$ cat config.mk
export PLATFORM = sky130hd
export DESIGN_NAME = avg2_filter
export DESIGN_NICKNAME = d
export VERILOG_FILES = /design/src/rtl/avg2_pkg.sv /design/src/rtl/avg2_rst_sync.sv /design/src/rtl/avg2_in_port.sv /design/src/rtl/avg2_hist.sv /design/src/rtl/avg2_sum.sv /design/src/rtl/avg2_out_port.sv /design/src/rtl/avg2_ctrl.sv /design/src/rtl/avg2_filter.sv
export SDC_FILE = /design/constraint.sdc
export NUM_CORES = 1
export LEC_CHECK = 0
export BUFFER_PORTS_ARGS = -buffer_cell sky130_fd_sc_hd__buf_2
export CORE_MARGIN = 5
export CORE_UTILIZATION = 51
export CTS_CLUSTER_DIAMETER = 100
export DETAILED_ROUTE_END_ITERATION = 8
export HOLD_SLACK_MARGIN = 0.05
export PLACE_DENSITY = 0.75
export SYNTH_ARGS = -nofsm -noshare
export SYNTH_HDL_FRONTEND = slang
export SYNTH_SLANG_ARGS = --single-unit
$ cat constraint.sdc
create_clock -name clk -period 0.95 [get_ports clk]
set_input_delay 0.1425 -clock clk [delete_from_list [all_inputs] [get_ports clk]]
set_output_delay 0.1425 -clock clk [all_outputs]
set_load 0.1 [all_outputs]
$ cat src/rtl/avg2_pkg.sv
package avg2_pkg;
  typedef enum logic [1:0] {
    ST_IDLE  = 2'd0,
    ST_SUM   = 2'd1,
    ST_OUT   = 2'd2,
    ST_DRAIN = 2'd3
  } avg2_state_t;
endpackage

$ cat src/rtl/avg2_rst_sync.sv
module avg2_rst_sync (
  input  logic clk,
  input  logic rst_n,
  output logic rst_q_n
);
  logic [1:0] sync_q;

  always_ff @(posedge clk or negedge rst_n) begin
    if (!rst_n) sync_q <= 2'b00;
    else        sync_q <= {sync_q[0], 1'b1};
  end

  assign rst_q_n = sync_q[1];
endmodule

$ cat src/rtl/avg2_in_port.sv
module avg2_in_port #(
  parameter int W = 8
) (
  input  logic         clk,
  input  logic         rst_n,
  input  logic         in_req,
  input  logic [W-1:0] in_data,
  input  logic         take,
  output logic         in_ack,
  output logic [W-1:0] x_q
);
  logic         ack_d;
  logic [W-1:0] x_d;

  always_comb begin
    ack_d = in_ack;
    if (take)        ack_d = 1'b1;
    else if (!in_req) ack_d = 1'b0;
    x_d = take ? in_data : x_q;
  end

  always_ff @(posedge clk or negedge rst_n) begin
    if (!rst_n) begin
      in_ack <= 1'b0;
      x_q    <= '0;
    end else begin
      in_ack <= ack_d;
      x_q    <= x_d;
    end
  end
endmodule

$ cat src/rtl/avg2_hist.sv
module avg2_hist #(
  parameter int W = 8
) (
  input  logic         clk,
  input  logic         rst_n,
  input  logic         commit,
  input  logic [W-1:0] x_q,
  output logic [W-1:0] y_q
);
  logic [W-1:0] y_d;

  always_comb y_d = commit ? x_q : y_q;

  always_ff @(posedge clk or negedge rst_n) begin
    if (!rst_n) y_q <= '0;
    else        y_q <= y_d;
  end
endmodule

$ cat src/rtl/avg2_sum.sv
module avg2_sum #(
  parameter int W       = 8,
  parameter int ADD_LAT = 3
) (
  input  logic         clk,
  input  logic         rst_n,
  input  logic         start,
  input  logic [W-1:0] x_q,
  input  logic [W-1:0] y_q,
  output logic         done,
  output logic [W-1:0] avg
);
  localparam int SW = W + 1;
  localparam int CW = (ADD_LAT > 1) ? $clog2(ADD_LAT) : 1;

  logic [SW-1:0] sum_full;
  logic          busy_q, busy_d;

  always_comb begin
    sum_full = {1'b0, x_q} + {1'b0, y_q};
    avg      = W'(sum_full >> 1);
  end

  generate
    if (ADD_LAT == 1) begin : g_lat_one
      always_comb begin
        done   = busy_q;
        busy_d = start ? 1'b1 : 1'b0;
      end
    end else begin : g_lat_cnt
      logic [CW-1:0] cnt_q, cnt_d;

      always_comb begin
        done   = busy_q && (cnt_q == CW'(ADD_LAT - 1));
        busy_d = busy_q;
        cnt_d  = cnt_q;
        if (start) begin
          busy_d = 1'b1;
          cnt_d  = '0;
        end else if (done) begin
          busy_d = 1'b0;
        end else if (busy_q) begin
          cnt_d  = cnt_q + 1'b1;
        end
      end

      always_ff @(posedge clk or negedge rst_n) begin
        if (!rst_n) cnt_q <= '0;
        else        cnt_q <= cnt_d;
      end
    end
  endgenerate

  always_ff @(posedge clk or negedge rst_n) begin
    if (!rst_n) busy_q <= 1'b0;
    else        busy_q <= busy_d;
  end
endmodule

$ cat src/rtl/avg2_out_port.sv
module avg2_out_port #(
  parameter int W = 8
) (
  input  logic         clk,
  input  logic         rst_n,
  input  logic         load,
  input  logic         release_req,
  input  logic [W-1:0] avg,
  output logic         out_req,
  output logic [W-1:0] out_data
);
  logic         req_d;
  logic [W-1:0] data_d;

  always_comb begin
    req_d  = out_req;
    data_d = out_data;
    if (load) begin
      req_d  = 1'b1;
      data_d = avg;
    end else if (release_req) begin
      req_d  = 1'b0;
    end
  end

  always_ff @(posedge clk or negedge rst_n) begin
    if (!rst_n) begin
      out_req  <= 1'b0;
      out_data <= '0;
    end else begin
      out_req  <= req_d;
      out_data <= data_d;
    end
  end
endmodule

$ cat src/rtl/avg2_ctrl.sv
module avg2_ctrl
  import avg2_pkg::*;
(
  input  logic clk,
  input  logic rst_n,
  input  logic in_req,
  input  logic in_ack,
  input  logic out_ack,
  input  logic sum_done,
  output logic take,
  output logic load,
  output logic release_req,
  output logic commit
);
  avg2_state_t st_q, st_d;

  always_comb begin
    st_d        = st_q;
    take        = 1'b0;
    load        = 1'b0;
    release_req = 1'b0;
    commit      = 1'b0;
    unique case (st_q)
      ST_IDLE: begin
        if (in_req && !in_ack && !out_ack) begin
          take = 1'b1;
          st_d = ST_SUM;
        end
      end
      ST_SUM: begin
        if (sum_done) begin
          load = 1'b1;
          st_d = ST_OUT;
        end
      end
      ST_OUT: begin
        if (out_ack) begin
          release_req = 1'b1;
          commit      = 1'b1;
          st_d        = ST_DRAIN;
        end
      end
      ST_DRAIN: begin
        if (!out_ack) st_d = ST_IDLE;
      end
      default: st_d = ST_IDLE;
    endcase
  end

  always_ff @(posedge clk or negedge rst_n) begin
    if (!rst_n) st_q <= ST_IDLE;
    else        st_q <= st_d;
  end
endmodule

$ cat src/rtl/avg2_filter.sv
module avg2_filter #(
  parameter int W       = 8,
  parameter int ADD_LAT = 3
) (
  input  logic         clk,
  input  logic         rst_n,
  input  logic         in_req,
  output logic         in_ack,
  input  logic [W-1:0] in_data,
  output logic         out_req,
  input  logic         out_ack,
  output logic [W-1:0] out_data
);
  logic         rst_q_n;
  logic         take, load, release_req, commit, sum_done;
  logic [W-1:0] x_q, y_q, avg;

  avg2_rst_sync i_rst (
    .clk(clk), .rst_n(rst_n), .rst_q_n(rst_q_n)
  );

  avg2_in_port #(.W(W)) i_in (
    .clk(clk), .rst_n(rst_q_n), .in_req(in_req), .in_data(in_data),
    .take(take), .in_ack(in_ack), .x_q(x_q)
  );

  avg2_hist #(.W(W)) i_hist (
    .clk(clk), .rst_n(rst_q_n), .commit(commit), .x_q(x_q), .y_q(y_q)
  );

  avg2_sum #(.W(W), .ADD_LAT(ADD_LAT)) i_sum (
    .clk(clk), .rst_n(rst_q_n), .start(take), .x_q(x_q), .y_q(y_q),
    .done(sum_done), .avg(avg)
  );

  avg2_out_port #(.W(W)) i_out (
    .clk(clk), .rst_n(rst_q_n), .load(load), .release_req(release_req),
    .avg(avg), .out_req(out_req), .out_data(out_data)
  );

  avg2_ctrl i_ctrl (
    .clk(clk), .rst_n(rst_q_n), .in_req(in_req), .in_ack(in_ack),
    .out_ack(out_ack), .sum_done(sum_done), .take(take), .load(load),
    .release_req(release_req), .commit(commit)
  );
endmodule

# Word-level counts from Yosys, hierarchy flattened
# Cells that the tools add are included.
# totals
regBits	33
input_bits	12
# classes
reduce_logical	11
eq_ne	10
n_mux	20
add_sub_neg	2
# op_table
op	n
two-way mux 2 bit	7
two-way mux 1 bit	12
adder 8 x 8 -> 9 bit	1
one-hot mux 2 bit (4 select lines)	1
== test 2 bit, second input constant	3
inequality test 2 x 1 -> 1 bit, second input constant	3
inequality test 2 bit, second input constant	3
nonzero test 2 bit	3
AND reduction 4 bit	1
logical AND 1 bit	3
adder 2 x 1 -> 2 bit, second input constant	1
== test 2 x 1 -> 1 bit, second input constant	1
logical NOT 1 bit	2
logical NOT 2 bit	1
AND reduction 2 bit	1

# Logic depth before layout (Yosys ltp)
# depth
depth_word	7
depth_mapped	6
mapped_depth_nobuf	6

# By module
# From an unflattened synthesis, not the netlist that was laid out.
# hier_totals
hier_cells	135
hier_area_um2	1815.5
# modules_own_cells
mod	instances	area_each_um2	cells_each	seq_area_each_um2
avg2_sum	1	465.4	55	75.1
avg2_out_port	1	369.1	20	225.2
avg2_in_port	1	365.4	19	225.2
avg2_hist	1	331.6	17	200.2
avg2_ctrl	1	230.2	21	50.0
avg2_rst_sync	1	53.8	3	50.0

# Worst setup path after synthesis
# OpenSTA, ideal clock, no wires.
# synth_timing
path_kind	reg2reg
start	register i_in.in_ack
end	register i_in.x_q[0]
path_slack_ps	-1036
path_stages_with_launch	5
n_path_buf	1
arrival_ps	1861
t_required_ps	825
path_cell_list	dfrtp_1 -> or3b_4 -> nor2_4 -> buf_6 -> mux2_2
# synth_via
elab_chain_len	5
# synth_lines
item	line_no	rtl
start: declaration	avg2_in_port.sv:9	output logic in_ack,
start signal: assignment	avg2_in_port.sv:27	in_ack <= ack_d;
logical NOT 1 bit	avg2_ctrl.sv:25	if (in_req && !in_ack && !out_ack) begin
logical AND 1 bit (2 in series)	avg2_ctrl.sv:25	
two-way mux 1 bit	avg2_ctrl.sv:25	
two-way mux 1 bit	avg2_ctrl.sv:23	unique case (st_q)
end signal: assignment	avg2_in_port.sv:25	x_q <= '0;
end signal: assignment	avg2_in_port.sv:28	x_q <= x_d;
end: declaration	avg2_in_port.sv:10	output logic [W-1:0] x_q
# Every way passes these cells.
# A chain may end at the register's enable or synchronous reset.

# Final worst setup path
# layout_timing
start	register i_in.x_q[2]
end	register i_out.out_data[6]
# layout_via
elab_chain_len	1
# layout_lines
item	line_no	rtl
adder 8 x 8 -> 9 bit	avg2_sum.sv:20	sum_full = {1'b0, x_q} + {1'b0, y_q};
end signal: assignment	avg2_out_port.sv:32	out_data <= data_d;
end: declaration	avg2_out_port.sv:10	output logic [W-1:0] out_data
# Every way passes these cells.

==> flow_summary.toml <==
[floorplanning]
rows = 20
die_h_um = 66.71
core_mm2 = 0.003078
ios = 22
start_util_pct = 53.29
die-area_mm2 = 0.004450
die_x_um = 66.71

[placed_design]
dpl.hpwl_um = 3130
io_buffers = 21
place.gp.congestion = 0.8708
pre_cts_ws_ns = -0.6408

[detailed_routing]
wirelength_um = 7344
wl_per_cell_um = 26.04
antenna_left = 0
avgViaCountPerCell = 6.262
vias = 1766
drc_errors = 0
dr.pass1.iters = 7
detail_route.iter0.violations = 252

[worst_hold_path]
min_path_type = "in2async"

[synth]
postSynthCellCount = 142
synth_fp_nets = 167
synth_most_common_cell = "dfrtp_1"
syn-cell-area_mm2 = 0.001640
yosys.area.top_type = "dfrtp_1"
synthFlopType = "dfrtp_1"
synth_cell_types = 34
ys_top_cells_by_count = "dfrtp_1 (33), nand2_1 (19), mux2_2 (17)"
synth-seq-cells = 33
synth_edf_count = 0
synth.avg_cell_area_um2 = 11.55
synth_top_area_share_pct = 50.34
ys_seq_area_share_pct = 50.34
async_reset_ff_share_pct = 100.0
ys_warn_count = 0
synth_area_leaders = "dfrtp_1 (50%), mux2_2 (12%), ha_1 (9.2%), nand2_1 (4.3%), o21ai_0 (2.7%)"

[setup_path]
cp_cell_sequence = "ha_4 > nand4_1 > a211oi_2 > nor3_1 > o31ai_1"
reg2reg_from = "i_in.x_q[2]"
cpMaxStageDelayCell = "dfrtp_1"
cp_max_fo = 3
crit_path_end_kind = "flip-flop"
path_delay_family = "compound AO/OA/AOI/OAI gates"
required_ns = 1.20
cpPeakStageDelay_ns = 0.44
worstSetupPathType = "reg2reg"
arrival_ns = 2.03
startpoint = "i_in.x_q[2]"
worst_setup_path_start_kind = "flip-flop"
cp.buffers_inverters = 0

[sta]
finalSetupViolCount = 41
skew_ns = 0.005414
hold_viol_final = 0
rsz0062_at_grt = "yes"
slew_violations = 0
max_freq_mhz = 563.2
holdWs_ns = 0.1132
setup_ws_ns = -0.8255
period_minus_slack_ns = 1.776
fin_crit_sh_pct = 186.9

[global_route]
grt_max_degree = 17
grt-ovfl-total = 0
grt_usage_pct = 27.53
grt_pass1_wl_um = 8721
grt_pass1_vias = 1716
antenna_found_initial = 0

[cts]
cts_tree = "built"
clock_latency_ns = 0.35
clkTransAtPathRegs_ns = 0.10
cts_buffer_depth = 2
cts_buffers = 5
clockRootBuffer = "clkbuf_4"
cts_num_sinks = 33
ctsHtreeMaxLevel = 2

[final_layout]
final_nets = 262
drive_above_1_share_pct = 62.61
antennaDiodeCount = 0
area_growth_syn_to_layout_pct = 79.10

[flow_run]
cap_violations = 0

[status]
failed_checks = "negative setup slack"
status = "complete, but fails checks"
## metal layers
layer / up-vias / track usage [%] / share of wire, %
met3: 53 / 6.914 / 9.1
li1: 697 / - / -
met2: 162 / 49.13 / 48
met1: 854 / 29.27 / 35
met4: 0 / 15.23 / 8.2
met5: - / 0 / 0
## sequential cells by signal, indices dropped and copies added, names as in the netlist
name / count
i_ctrl.st_q: 2
i_in.in_ack: 1
i_in.x_q: 8
i_hist.y_q: 8
i_sum.g_lat_cnt.cnt_q: 2
i_sum.busy_q: 1
i_rst.sync_q: 2
i_out.out_req: 1
i_out.out_data: 8
## timing repair
action / in CTS / in global routing
hold endpoints to repair: 11 / 0
hold buffers: 10 / 0
pin swaps: 9 / 10
setup buffers: 6 / 10
gates resized for setup: 21 / 31
endpoints found under the setup margin: 41 / 41
cloned: 1 / 1
## worst register-to-register path, delay by kind of cell (launching register included)
family	cells	cell delay [ns]
AND/OR/NAND/NOR	2	0.36
flip-flops	1	0.44
AO/OA/AOI/OAI	2	0.56
adder cells (fa/ha/maj)	1	0.32
## area by class of cell
class	count	area (um^2)
clock buffer	8	48.80
fill	71	140.1
inverter	4	15.01
multi-input combinational	104	1081
sequential	33	843.3
tap	44	55.05
timing repair buffer	89	894.6
## cells in the final DEF (no fill, tap or decap), types with 2 or more instances in the layout
cell type and instances:
a21o_1 2, a21oi_1 4, a21oi_4 2, buf_12 13
buf_2 11, buf_4 42, buf_6 11, clkbuf_1 3
clkbuf_4 5, dfrtp_1 21, dfrtp_2 11, dlygate4sd3_1 10
ha_1 6, ha_4 6, inv_2 3, mux2_4 16
nand2_1 15, nand2_2 2, nand2_8 2, nand2b_1 2
nor2_1 3, nor2_2 2, nor3_1 2, nor3_2 2
o21a_1 2, o21ai_1 6, o21ai_2 2, o31ai_2 2
xnor2_2 2
## worst paths after layout
path | end | slack (ns) | cells past startpoint
worst max-delay path | i_out.out_data[6] | -0.83 | 5
worst min-delay path | i_rst.sync_q[1] | 0.11 | 2
min in group clk | i_sum.busy_q | 0.37 | 5
worst min register to register | i_sum.g_lat_cnt.cnt_q[0] | 0.23 | 1
max in group asynchronous | i_out.out_data[2] | 0.50 | 1
worst max register to register | i_out.out_data[6] | -0.83 | 5
## kinds of logic after synthesis
kind of cell | after synthesis | synth area share [%]
compound gates | 29 | 11.82
mux | 18 | 12.28
flops | 33 | 50.34
other cells | 1 | 0.2286
buf+inv | 6 | 1.830
xor+xnor | 3 | 1.602
simple gates | 39 | 11.52
fa+ha+maj | 13 | 10.37
## through the flow
stage,util (%),std cells,area [um^2],TNS [ns]
finish,95.45,282,2938,-21.36
global route,95.45,282,2938,-22.46
CTS,89.23,274,2746,-17.53
detailed placement,80.04,249,2464,-15.75
global placement,80.04,249,2464,-14.47
floorplan,-,142,1810,-14.39
Power is left out: the tool's default activity adds up to more than one toggle a clock period on the data nets, which glitch-free logic cannot reach.
